### config.mk
export PLATFORM = sky130hd
export DESIGN_NAME = alu_core
export DESIGN_NICKNAME = d
export VERILOG_FILES = /design/src/rtl/alu_pkg.sv /design/src/rtl/alu_addsub.sv /design/src/rtl/alu_shifter.sv /design/src/rtl/alu_logic.sv /design/src/rtl/alu_core.sv
export SDC_FILE = /design/constraint.sdc
export NUM_CORES = 1
export LEC_CHECK = 0
export BUFFER_PORTS_ARGS = -buffer_cell sky130_fd_sc_hd__buf_2
export CAP_MARGIN = 30
export CORE_MARGIN = 5
export CORE_UTILIZATION = 30
export DETAILED_ROUTE_END_ITERATION = 10
export GPL_TIMING_DRIVEN = 0
export PLACE_DENSITY = 0.47
export SYNTH_ARGS = -nofsm -noshare
export SYNTH_HDL_FRONTEND = slang
export SYNTH_SLANG_ARGS = --single-unit
### constraint.sdc
create_clock -name vclk -period 10.87
set_input_delay 1.6305 -clock vclk [all_inputs]
set_output_delay 1.6305 -clock vclk [all_outputs]
set_load 0.01 [all_outputs]
### src/rtl/alu_pkg.sv
package alu_pkg;

  typedef struct packed {
    logic       sub;
    logic [1:0] sel;
    logic       shft;
    logic       math;
  } alu_fn_t;

  typedef enum logic [1:0] {
    LOGIC_AND = 2'b00,
    LOGIC_OR  = 2'b01,
    LOGIC_XOR = 2'b10,
    LOGIC_NOR = 2'b11
  } logic_op_e;

  typedef enum logic [1:0] {
    SHIFT_LL   = 2'b00,
    SHIFT_RL   = 2'b01,
    SHIFT_RL_B = 2'b10,
    SHIFT_RA   = 2'b11
  } shift_op_e;

endpackage

### src/rtl/alu_addsub.sv
module alu_addsub #(
  parameter int WIDTH = 32
) (
  input  logic [WIDTH-1:0] a_i,
  input  logic [WIDTH-1:0] b_i,
  input  logic             sub_i,
  output logic [WIDTH-1:0] sum_o,
  output logic             cout_o,
  output logic             ovf_o
);

  logic [WIDTH-1:0] b_eff;
  logic [WIDTH:0]   full;

  // Subtraction adds the inverted operand plus one as carry in
  assign b_eff  = b_i ^ {WIDTH{sub_i}};
  assign full   = {1'b0, a_i} + {1'b0, b_eff} + {{WIDTH{1'b0}}, sub_i};
  assign sum_o  = full[WIDTH-1:0];
  assign cout_o = full[WIDTH];
  assign ovf_o  = (a_i[WIDTH-1] == b_eff[WIDTH-1]) && (full[WIDTH-1] != a_i[WIDTH-1]);

endmodule

### src/rtl/alu_shifter.sv
module alu_shifter #(
  parameter int WIDTH = 32,
  parameter int SHW   = 5
) (
  input  logic [WIDTH-1:0] data_i,
  input  logic [SHW-1:0]   dist_i,
  input  logic             left_i,
  input  logic             arith_i,
  output logic [WIDTH-1:0] data_o
);

  logic fill;
  assign fill = arith_i & data_i[WIDTH-1];

  // Largest distance first; each stage is enabled by one bit of the distance
  for (genvar k = 0; k < SHW; k++) begin : g_stage
    localparam int DIST = 1 << (SHW - 1 - k);
    logic [WIDTH-1:0] src;
    logic [WIDTH-1:0] lft;
    logic [WIDTH-1:0] rgt;
    logic [WIDTH-1:0] q;

    if (k == 0) begin : g_first
      assign src = data_i;
    end else begin : g_next
      assign src = g_stage[k-1].q;
    end

    for (genvar j = 0; j < WIDTH; j++) begin : g_bit
      if (j >= DIST) begin : g_lsrc
        assign lft[j] = src[j-DIST];
      end else begin : g_lzero
        assign lft[j] = 1'b0;
      end
      if (j + DIST < WIDTH) begin : g_rsrc
        assign rgt[j] = src[j+DIST];
      end else begin : g_rfill
        assign rgt[j] = fill;
      end
    end

    assign q = dist_i[SHW-1-k] ? (left_i ? lft : rgt) : src;
  end

  assign data_o = g_stage[SHW-1].q;

endmodule

### src/rtl/alu_logic.sv
module alu_logic #(
  parameter int WIDTH = 32
) (
  input  logic [WIDTH-1:0] a_i,
  input  logic [WIDTH-1:0] b_i,
  input  logic [1:0]       sel_i,
  output logic [WIDTH-1:0] y_o
);
  import alu_pkg::*;

  // Independent slice per bit position, no carry between slices
  for (genvar j = 0; j < WIDTH; j++) begin : g_slice
    always_comb begin
      unique case (logic_op_e'(sel_i))
        LOGIC_AND: y_o[j] = a_i[j] & b_i[j];
        LOGIC_OR:  y_o[j] = a_i[j] | b_i[j];
        LOGIC_XOR: y_o[j] = a_i[j] ^ b_i[j];
        LOGIC_NOR: y_o[j] = ~(a_i[j] | b_i[j]);
        default:   y_o[j] = 1'b0;
      endcase
    end
  end

endmodule

### src/rtl/alu_core.sv
module alu_core #(
  parameter int WIDTH = 32
) (
  input  logic [WIDTH-1:0] a_i,
  input  logic [WIDTH-1:0] b_i,
  input  logic [4:0]       fn_i,
  output logic [WIDTH-1:0] res_o,
  output logic             zero_o,
  output logic             neg_o,
  output logic             carry_o,
  output logic             ovf_o
);
  import alu_pkg::*;

  localparam int SHW = $clog2(WIDTH);

  alu_fn_t          fn;
  logic [WIDTH-1:0] sum;
  logic [WIDTH-1:0] shifted;
  logic [WIDTH-1:0] bitwise;
  logic [WIDTH-1:0] math_res;
  logic             cout;
  logic             ovf;
  logic             cmp_bit;
  logic             sh_left;
  logic             sh_arith;

  assign fn = alu_fn_t'(fn_i);

  alu_addsub #(.WIDTH(WIDTH)) u_addsub (
    .a_i    (a_i),
    .b_i    (b_i),
    .sub_i  (fn.sub),
    .sum_o  (sum),
    .cout_o (cout),
    .ovf_o  (ovf)
  );

  assign sh_left  = (shift_op_e'(fn.sel) == SHIFT_LL);
  assign sh_arith = (shift_op_e'(fn.sel) == SHIFT_RA);

  alu_shifter #(.WIDTH(WIDTH), .SHW(SHW)) u_shifter (
    .data_i  (b_i),
    .dist_i  (a_i[SHW-1:0]),
    .left_i  (sh_left),
    .arith_i (sh_arith),
    .data_o  (shifted)
  );

  alu_logic #(.WIDTH(WIDTH)) u_logic (
    .a_i   (a_i),
    .b_i   (b_i),
    .sel_i (fn.sel),
    .y_o   (bitwise)
  );

  // Compare: signed uses sign xor overflow, unsigned uses missing carry
  assign cmp_bit = fn.sel[0] ? ~cout : (sum[WIDTH-1] ^ ovf);

  always_comb begin
    if (fn.shft && fn.sub) begin
      math_res = {{(WIDTH-1){1'b0}}, cmp_bit};
    end else begin
      math_res = sum;
    end
  end

  always_comb begin
    if (fn.math) begin
      res_o = math_res;
    end else if (fn.shft) begin
      res_o = shifted;
    end else begin
      res_o = bitwise;
    end
  end

  assign zero_o  = ~|res_o;
  assign neg_o   = sum[WIDTH-1];
  assign carry_o = cout;
  assign ovf_o   = ovf;

endmodule

* Word-level counts from Yosys, hierarchy flattened
Cells that the tools add are included.
Widths: inputs -> output; s select.
** Word-level totals
- Output and inout bits :: 36
- Input bits :: 69
- Bits in registers :: 0
- Logic and storage cells :: 190
** Cells by class
- Bitwise logic cells :: 132
- Reduce and logical (&&, ||, !) cells :: 5
- Multiplexer cells :: 46
- Equal/unequal tests :: 5
- Add/sub/neg operators :: 2
** Operator list (count)
- $mux 32 :: 13
- $pmux 1 s4 :: 32
- $add 32x32->33 :: 1
- $add 33x1->33 :: 1
- $and 1x1->1 :: 33
- $not 1->1 :: 33
- $xor 1x1->1 :: 33
- $or 1x1->1 :: 32
- $reduce_or 32->1 :: 1
- $xor 32x32->32 :: 1
- $eq 2x2->1 const B :: 2
- $eq 2x1->1 const B :: 1
- $logic_and 1x1->1 :: 2
- $logic_not 2->1 :: 1
- $eq 1x1->1 :: 1
- $logic_not 1->1 :: 1
- $mux 1 :: 1
- $ne 1x1->1 :: 1

* Longest topological paths before layout
Gate-level depths: netlist of run 1.
- Word-level depth :: 16
- Gate-level depth with buffers :: 18

* By module
Synthesis of run 1 repeated with hierarchy kept, for this count alone.
** Second synthesis, totals
- Cells, all modules :: 1408
- Area total of the unflattened synthesis :: 9151.3 µm²
** Modules (own cells, without submodules)
- alu_shifter :: instances 1, area an instance 4274.1 µm², cells an instance 692
- alu_logic :: instances 1, area an instance 2122.0 µm², cells an instance 305
- alu_addsub :: instances 1, area an instance 1983.2 µm², cells an instance 276
- alu_core :: instances 1, area an instance 772.0 µm², cells an instance 135

* Worst setup path after synthesis of run 1
No wires, ideal clock.
- Path kind :: input-to-output
- Start point :: input port fn_i[4]
- End point :: output port zero_o
- Required time :: 9240 ps
- Arrival time :: 5152 ps
- Stages :: 15
- Setup slack :: 4087 ps
- Cell sequence :: buf_2 -> buf_1 -> xor2_1 -> ha_1 -> and4_1 -> a21o_1 -> a311oi_4 -> o211ai_2 -> a311oi_2 -> nor4_1 -> a211o_1 -> a2111oi_4 -> nand4b_1 -> nor2_1 -> nor4b_4
** RTL lines
- start, declared :: line alu_core.sv:6 : input logic [4:0] fn_i,
- $xor 32x32->32 :: line alu_addsub.sv:16 : assign b_eff = b_i ^ {WIDTH{sub_i}};
- $add 32x32->33 :: line alu_addsub.sv:17 : assign full = {1'b0, a_i} + {1'b0, b_eff} + {{WIDTH{1'b0}}, sub_i};
- $add 33x1->33 :: line alu_addsub.sv:17
- $mux 32 * :: line alu_core.sv:61 : if (fn.shft && fn.sub) begin
- $mux 32 * :: line alu_core.sv:69 : if (fn.math) begin
- named net res_o[27] :: line alu_core.sv:7 : output logic [WIDTH-1:0] res_o,
- $reduce_or 32->1 * :: line alu_core.sv:78 : assign zero_o = ~|res_o;
- $logic_not 1->1 * :: line alu_core.sv:78
- end, declared :: line alu_core.sv:8 : output logic zero_o,
The timed path passes the listed nets; every way through them passes the cells marked *.

* Worst setup path in the final report of run 1
- Start point :: input port a_i[1]
- End point :: output port zero_o
** On the way
- Cells in the longest elaborated chain, start to end :: 10
** Ends and longest elaborated chain
- start, declared :: line alu_core.sv:4 : input logic [WIDTH-1:0] a_i,
- $add 32x32->33 :: line alu_addsub.sv:17
- $add 33x1->33 :: line alu_addsub.sv:17
- $ne 1x1->1 :: line alu_addsub.sv:20 : assign ovf_o = (a_i[WIDTH-1] == b_eff[WIDTH-1]) && (full[WIDTH-1] != a_i[WIDTH-1]);
- $logic_and 1x1->1 :: line alu_addsub.sv:20
- $xor 1x1->1 :: line alu_core.sv:58 : assign cmp_bit = fn.sel[0] ? ~cout : (sum[WIDTH-1] ^ ovf);
- $mux 1 :: line alu_core.sv:58
- $mux 32 :: line alu_core.sv:61
- $mux 32 * :: line alu_core.sv:69
- $reduce_or 32->1 * :: line alu_core.sv:78
- $logic_not 1->1 * :: line alu_core.sv:78
Mark *: on every way between the ends. The rest lies on a longest branch, timed or not.

==> impl_metrics.env, run 1 <==
export IMPL_firstDrtPassIters=7
export IMPL_cpLargestDelayFamily="buffers and inverters"
export IMPL_initial_core_util_pct=30.61
export IMPL_post_route_drc_count=0
export IMPL_place_congestion=1.091
export IMPL_cpMostUsedCell="buf_2"
export IMPL_path_cells="buf_2 > buf_2 > clkinv_1 > clkbuf_1 > buf_1 > fa_1 > nor2b_1 > o31a_1 > o31ai_1 > o21ai_1 > o41ai_1 > xor2_1 > o2111ai_1 > nor4_1 > nand4_1 > nor2_1 > nor4b_4 > buf_2"
export IMPL_vias=14170
export IMPL_num_nets_final=1745
export IMPL_sequential_cell_total=0
export IMPL_post_drt_wl_per_cell_um=37.59
export IMPL_io_buffers=102
export IMPL_tightest_slew_ps=1116
export IMPL_dp_hpwl_um=59570
export IMPL_yosysUniqueCellTypes=104
export IMPL_row_count=65
export IMPL_drtAntennaViolNets=0
export IMPL_cts_resized=0
export IMPL_area_growth_pct=10.82
export IMPL_path_buf_inv=6
export IMPL_avgSynthCellArea_um2=6.600
export IMPL_rsz0062_at_grt="false"
export IMPL_max_freq_mhz=107.5
export IMPL_grt_pass1_vias=13530
export IMPL_worstSetupEndpointType="primary output"
export IMPL_cts_setup_buffers=0
export IMPL_setup_tns_ps=0
export IMPL_critical_path_class="in2out"
export IMPL_gr_usage_all_layers_pct=38.96
export IMPL_drt_iter0_markers=2218
export IMPL_netlist_area_um2=9709
export IMPL_final_cell_mix="161 x buf_2, 141 x nor2_1, 123 x a21oi_1"
export IMPL_pin_count=105
export IMPL_n_clock_buffer=0
export IMPL_hp_class="in2out"
export IMPL_arrival_ps=7670
export IMPL_dieArea_um2=36060
export IMPL_slew_violations=0
export IMPL_path_max_fanout=11
export IMPL_ys_warn_count=0
export IMPL_grt_pass1_wl_um=102000
export IMPL_via_per_inst=7.158
export IMPL_die_w_um=189.9
export IMPL_drive_above_1_share_pct=15.04
export IMPL_totalWireLength_um=74380
export IMPL_slew_headroom_pct=25.34
export IMPL_antenna_found_initial=1
export IMPL_final_common_cell="buf_2"
export IMPL_cts_hold_buf=0
export IMPL_grt_overflow_total=0
export IMPL_critPathSlowestCell="buf_1"
export IMPL_cap_violations=0
export IMPL_regArea_um2=0
export IMPL_setup_violations=0
export IMPL_synthCells=1471
export IMPL_cp_start_kind="input pin"
export IMPL_syn_nets=1638
export IMPL_fillers=3625
export IMPL_slowest_delay_ps=800
export IMPL_hold_viol=0
export IMPL_required_ps=9240
export IMPL_yosysSeqAreaShare_pct=0
export IMPL_post_route_period_util_pct=85.55
export IMPL_grt_max_degree=12
export IMPL_min_period_ps=9299
export IMPL_multi_input_area_um2=8743
export IMPL_fp_dieH_um=189.9
export IMPL_core_area_um2=31720
export IMPL_status="complete, no violations"
-- metal layers --
metal	track usage (%)	wire length, um	vias up
met4	21.20	5793	2
met3	13.32	9510	341
met2	57.14	29910	1131
met1	50.01	29140	6864
met5	0	31	-
li1	-	-	5827
-- cell families after synthesis --
logic type               Yosys count  synth area share (%)
AO/OA/AOI/OAI                    620                 45.19
AND/OR/NAND/NOR                  460                 23.60
buffers and inverters            207                 10.04
adder cells (fa/ha/maj)           98                 12.71
XOR/XNOR                          57                 5.142
multiplexers                      29                 3.325
-- synth_stat cells, types with 9 or more instances --
cell      count  area share, %
o22ai_1      15           0.97
o221ai_1     11           0.99
clkbuf_1     42            1.6
nand2_1     109            4.2
a21oi_1     123            6.3
o21ai_0     101            5.2
o211ai_1     46            3.6
nor2b_1      16            1.0
mux2i_1      21            2.2
xor2_1       44            4.0
o21bai_1     22            1.7
buf_1        13           0.50
o21a_1       12           0.93
inv_1        67            2.6
xnor2_1      13            1.2
nand2b_1     23            1.5
a221oi_1      9           0.81
a311oi_1     16            1.4
nand3_1      32            1.6
a22oi_1      11           0.85
and3_1        9           0.58
o31ai_1      10           0.77
nor2_1      141            5.5
nor3_1       42            2.2
a31oi_1      22            1.4
o32ai_1       9           0.81
a21o_1       19            1.5
a211o_1      21            1.9
buf_4        11           0.85
ha_1         97             12
nand4_1      10           0.64
buf_6        11            1.3
buf_2        59            3.0
o21ai_1      19           0.98
a211oi_1     45            3.5
nor4_1       14           0.90
-- cell type report --
cell class	count	share of cell area, %
Antenna cell	1	0.02326
Buffer	136	6.581
Inverter	71	2.477
Multi-Input combinational cell	1264	81.26
Tap cell	402	4.674
Timing Repair Buffer	105	4.988
-- stage by stage --
| step | setup slack, ps | util [%] | area (um2) | instances | hold WS, ps |
|---|---|---|---|---|---|
| global placement | 1699 | 33.81 | 10720 | 1975 | 3662 |
| finish | 1571 | 33.93 | 10760 | 1979 | 3659 |
| global route | 1369 | 33.92 | 10760 | 1978 | 3711 |
| floorplan | 4087 | - | 9709 | 1471 | 3411 |
| detailed placement | 1788 | 33.89 | 10750 | 1977 | 3666 |
| CTS | 1763 | 33.89 | 10750 | 1977 | 3666 |
-- final timing paths --
check,start,end,slack (ps),cells after the start
setup / recovery,a_i[1],zero_o,1570,18
hold / removal,a_i[31],ovf_o,3660,4
==> inputs of run 2 (changes only) <==
--- a/config.mk
+++ b/config.mk
@@ -5,13 +5,14 @@
 export SDC_FILE = /design/constraint.sdc
 export NUM_CORES = 1
 export LEC_CHECK = 0
+export ABC_AREA = 1
 export BUFFER_PORTS_ARGS = -buffer_cell sky130_fd_sc_hd__buf_2
 export CAP_MARGIN = 30
 export CORE_MARGIN = 5
 export CORE_UTILIZATION = 30
 export DETAILED_ROUTE_END_ITERATION = 10
 export GPL_TIMING_DRIVEN = 0
-export PLACE_DENSITY = 0.47
+export PLACE_DENSITY = 0.48
 export SYNTH_ARGS = -nofsm -noshare
 export SYNTH_HDL_FRONTEND = slang
 export SYNTH_SLANG_ARGS = --single-unit
==> impl_metrics.env, run 2 <==
export IMPL_status="complete, no violations"
export IMPL_pin_count=105
export IMPL_die_w_um=172.3
export IMPL_highest_layer="met4"
export IMPL_max_freq_mhz=136.0
export IMPL_avgSynthCellArea_um2=5.094
export IMPL_cts_setup_buffers=0
export IMPL_drt_iter0_markers=1280
export IMPL_rsz0062_at_grt="false"
export IMPL_core_area_um2=25980
export IMPL_p_per_area_nw_per_um2=65.80
export IMPL_hold_viol=0
export IMPL_pre_cts_ws_ps=3623
export IMPL_slew_headroom_pct=41.75
export IMPL_dp_hpwl_um=36430
export IMPL_initial_core_util_pct=30.40
export IMPL_gr_usage_all_layers_pct=28.27
export IMPL_synth_most_common_cell="nand2_1"
export IMPL_max_vdd_ir_drop_uv=34.07
export IMPL_p_leak_nw=4.923
export IMPL_synthTopCellsByCount="610 x nand2_1, 169 x nand3_1, 153 x inv_1, 114 x a21oi_1, 97 x ha_1"
export IMPL_path_cells="buf_2 > buf_1 > xor2_1 > ha_1 > nand2_1 > nor2_1 > nand2_1 > o21ai_1 > nand2_1 > nand2_1 > nand2_1 > nand2_1 > nand2_1 > nand3_1 > nand3_1 > a21oi_1 > nand2_1 > nor2_1 > nand2_1 > nor2_1 > buf_2"
export IMPL_path_max_fanout=10
export IMPL_post_drt_wl_per_cell_um=21.84
export IMPL_firstDrtPassIters=6
export IMPL_slew_violations=0
export IMPL_ys_warn_count=0
export IMPL_totalWireLength_um=43460
export IMPL_dieArea_um2=29680
export IMPL_cts_hold_buf=0
export IMPL_cap_violations=0
export IMPL_regArea_um2=0
export IMPL_drtAntennaViolNets=0
export IMPL_setup_violations=0
export IMPL_synthCells=1551
export IMPL_cp_start_kind="input pin"
export IMPL_drive_above_1_share_pct=9.849
export IMPL_netlist_area_um2=7900
export IMPL_sequential_cell_total=0
export IMPL_final_common_cell="nand2_1"
export IMPL_hp_class="in2out"
export IMPL_grt_max_degree=12
export IMPL_required_ps=9240
export IMPL_critical_path_class="in2out"
export IMPL_grt_pass1_wl_um=63470
export IMPL_post_route_drc_count=0
export IMPL_num_nets_final=1824
export IMPL_tightest_slew_ps=873.7
export IMPL_synth_top_area_share_pct=28.98
export IMPL_via_per_inst=5.567
export IMPL_fillers=3117
export IMPL_crit_path_start="fn_i[4]"
export IMPL_syn_nets=1718
export IMPL_min_from="a_i[31]"
export IMPL_yosysUniqueCellTypes=49
export IMPL_arrival_ps=5720
export IMPL_worstSetupEndpointType="primary output"
export IMPL_cts_resized=0
export IMPL_grt_pass1_vias=10120
export IMPL_wl_met1_um=18860
export IMPL_wl_met2_um=19610
export IMPL_row_count=59
export IMPL_place_congestion=0.9842
export IMPL_fp_dieH_um=172.3
export IMPL_min_period_ps=7350
export IMPL_ys_top_cells_by_area="nand2_1 29%, ha_1 15%, nand3_1 11%"
export IMPL_yosysSeqAreaShare_pct=0
export IMPL_fin_ws_ps=3520
export IMPL_multi_input_area_um2=6914
export IMPL_grt_overflow_total=0
export IMPL_io_buffers=102
export IMPL_yosysTopAreaCell="nand2_1"
export IMPL_critPathSlowestCell="buf_1"
export IMPL_final_cell_mix="610 x nand2_1, 169 x nand3_1, 153 x inv_1"
export IMPL_setup_tns_ps=0
export IMPL_antenna_found_initial=0
export IMPL_finalPower_mw=0.5825
export IMPL_cpMostUsedCell="nand2_1"
export IMPL_slowest_delay_ps=680
export IMPL_area_growth_pct=12.05
export IMPL_diodes=0
export IMPL_route_met3_wl_um=3061
export IMPL_n_clock_buffer=0
export IMPL_vias=11080
export IMPL_post_route_period_util_pct=67.62
run 2: cell families after synthesis:
family / share of synthesized area, %
adder cells (fa/ha/maj): 15.62
AND/OR/NAND/NOR: 48.05
XOR/XNOR: 3.769
buffers and inverters: 12.48
AO/OA/AOI/OAI: 20.08
run 2: per-stage QoR:
step / area [um2] / util, % / instances / hold slack, ps
final: 8852 / 34.07 / 1990 / 3617
after global routing: 8852 / 34.07 / 1990 / 3639
after CTS: 8845 / 34.04 / 1989 / 3615
after detailed placement: 8845 / 34.04 / 1989 / 3614
after global placement: 8830 / 33.98 / 1988 / 3609
after floorplan: 7900 / - / 1551 / 3391
run 2: final cells by class:
class	count	area share [%]
repair buffers	104	6.021
multi-input cells	1317	78.11
well taps	335	4.735
inverters	162	6.898
plain buffers	72	4.240
run 2: critical path: cells and delay by family:
family | cells | cell delay (ps)
AOI/OAI and AO/OA | 2 | 580
and+or+nand+nor | 14 | 1810
buffers and inverters | 3 | 1010
adders and majority gates | 1 | 440
xor gates and xnor gates | 1 | 230
run 2: report_power, final:
| part | total (mW) | switching [mW] | internal, mW |
|---|---|---|---|
| Combinational | 0.583 | 0.405 | 0.178 |
| Sequential | 0 | 0 | 0 |
| Clock | 0 | 0 | 0 |
| Total | 0.583 | 0.405 | 0.178 |
run 2: path summary, 6_finish.rpt:
path,cells past startpoint,end,slack [ps]
hold / removal,3,ovf_o,3620
setup / recovery,21,zero_o,3520
run 2: routing by layer:
metal	GRT usage, %	vias up
met5	0	-
met4	9.843	0
met3	1.989	96
met2	46.53	587
met1	39.05	5094
li1	-	5302
No activity file was read; power rests on OpenSTA's default activity.
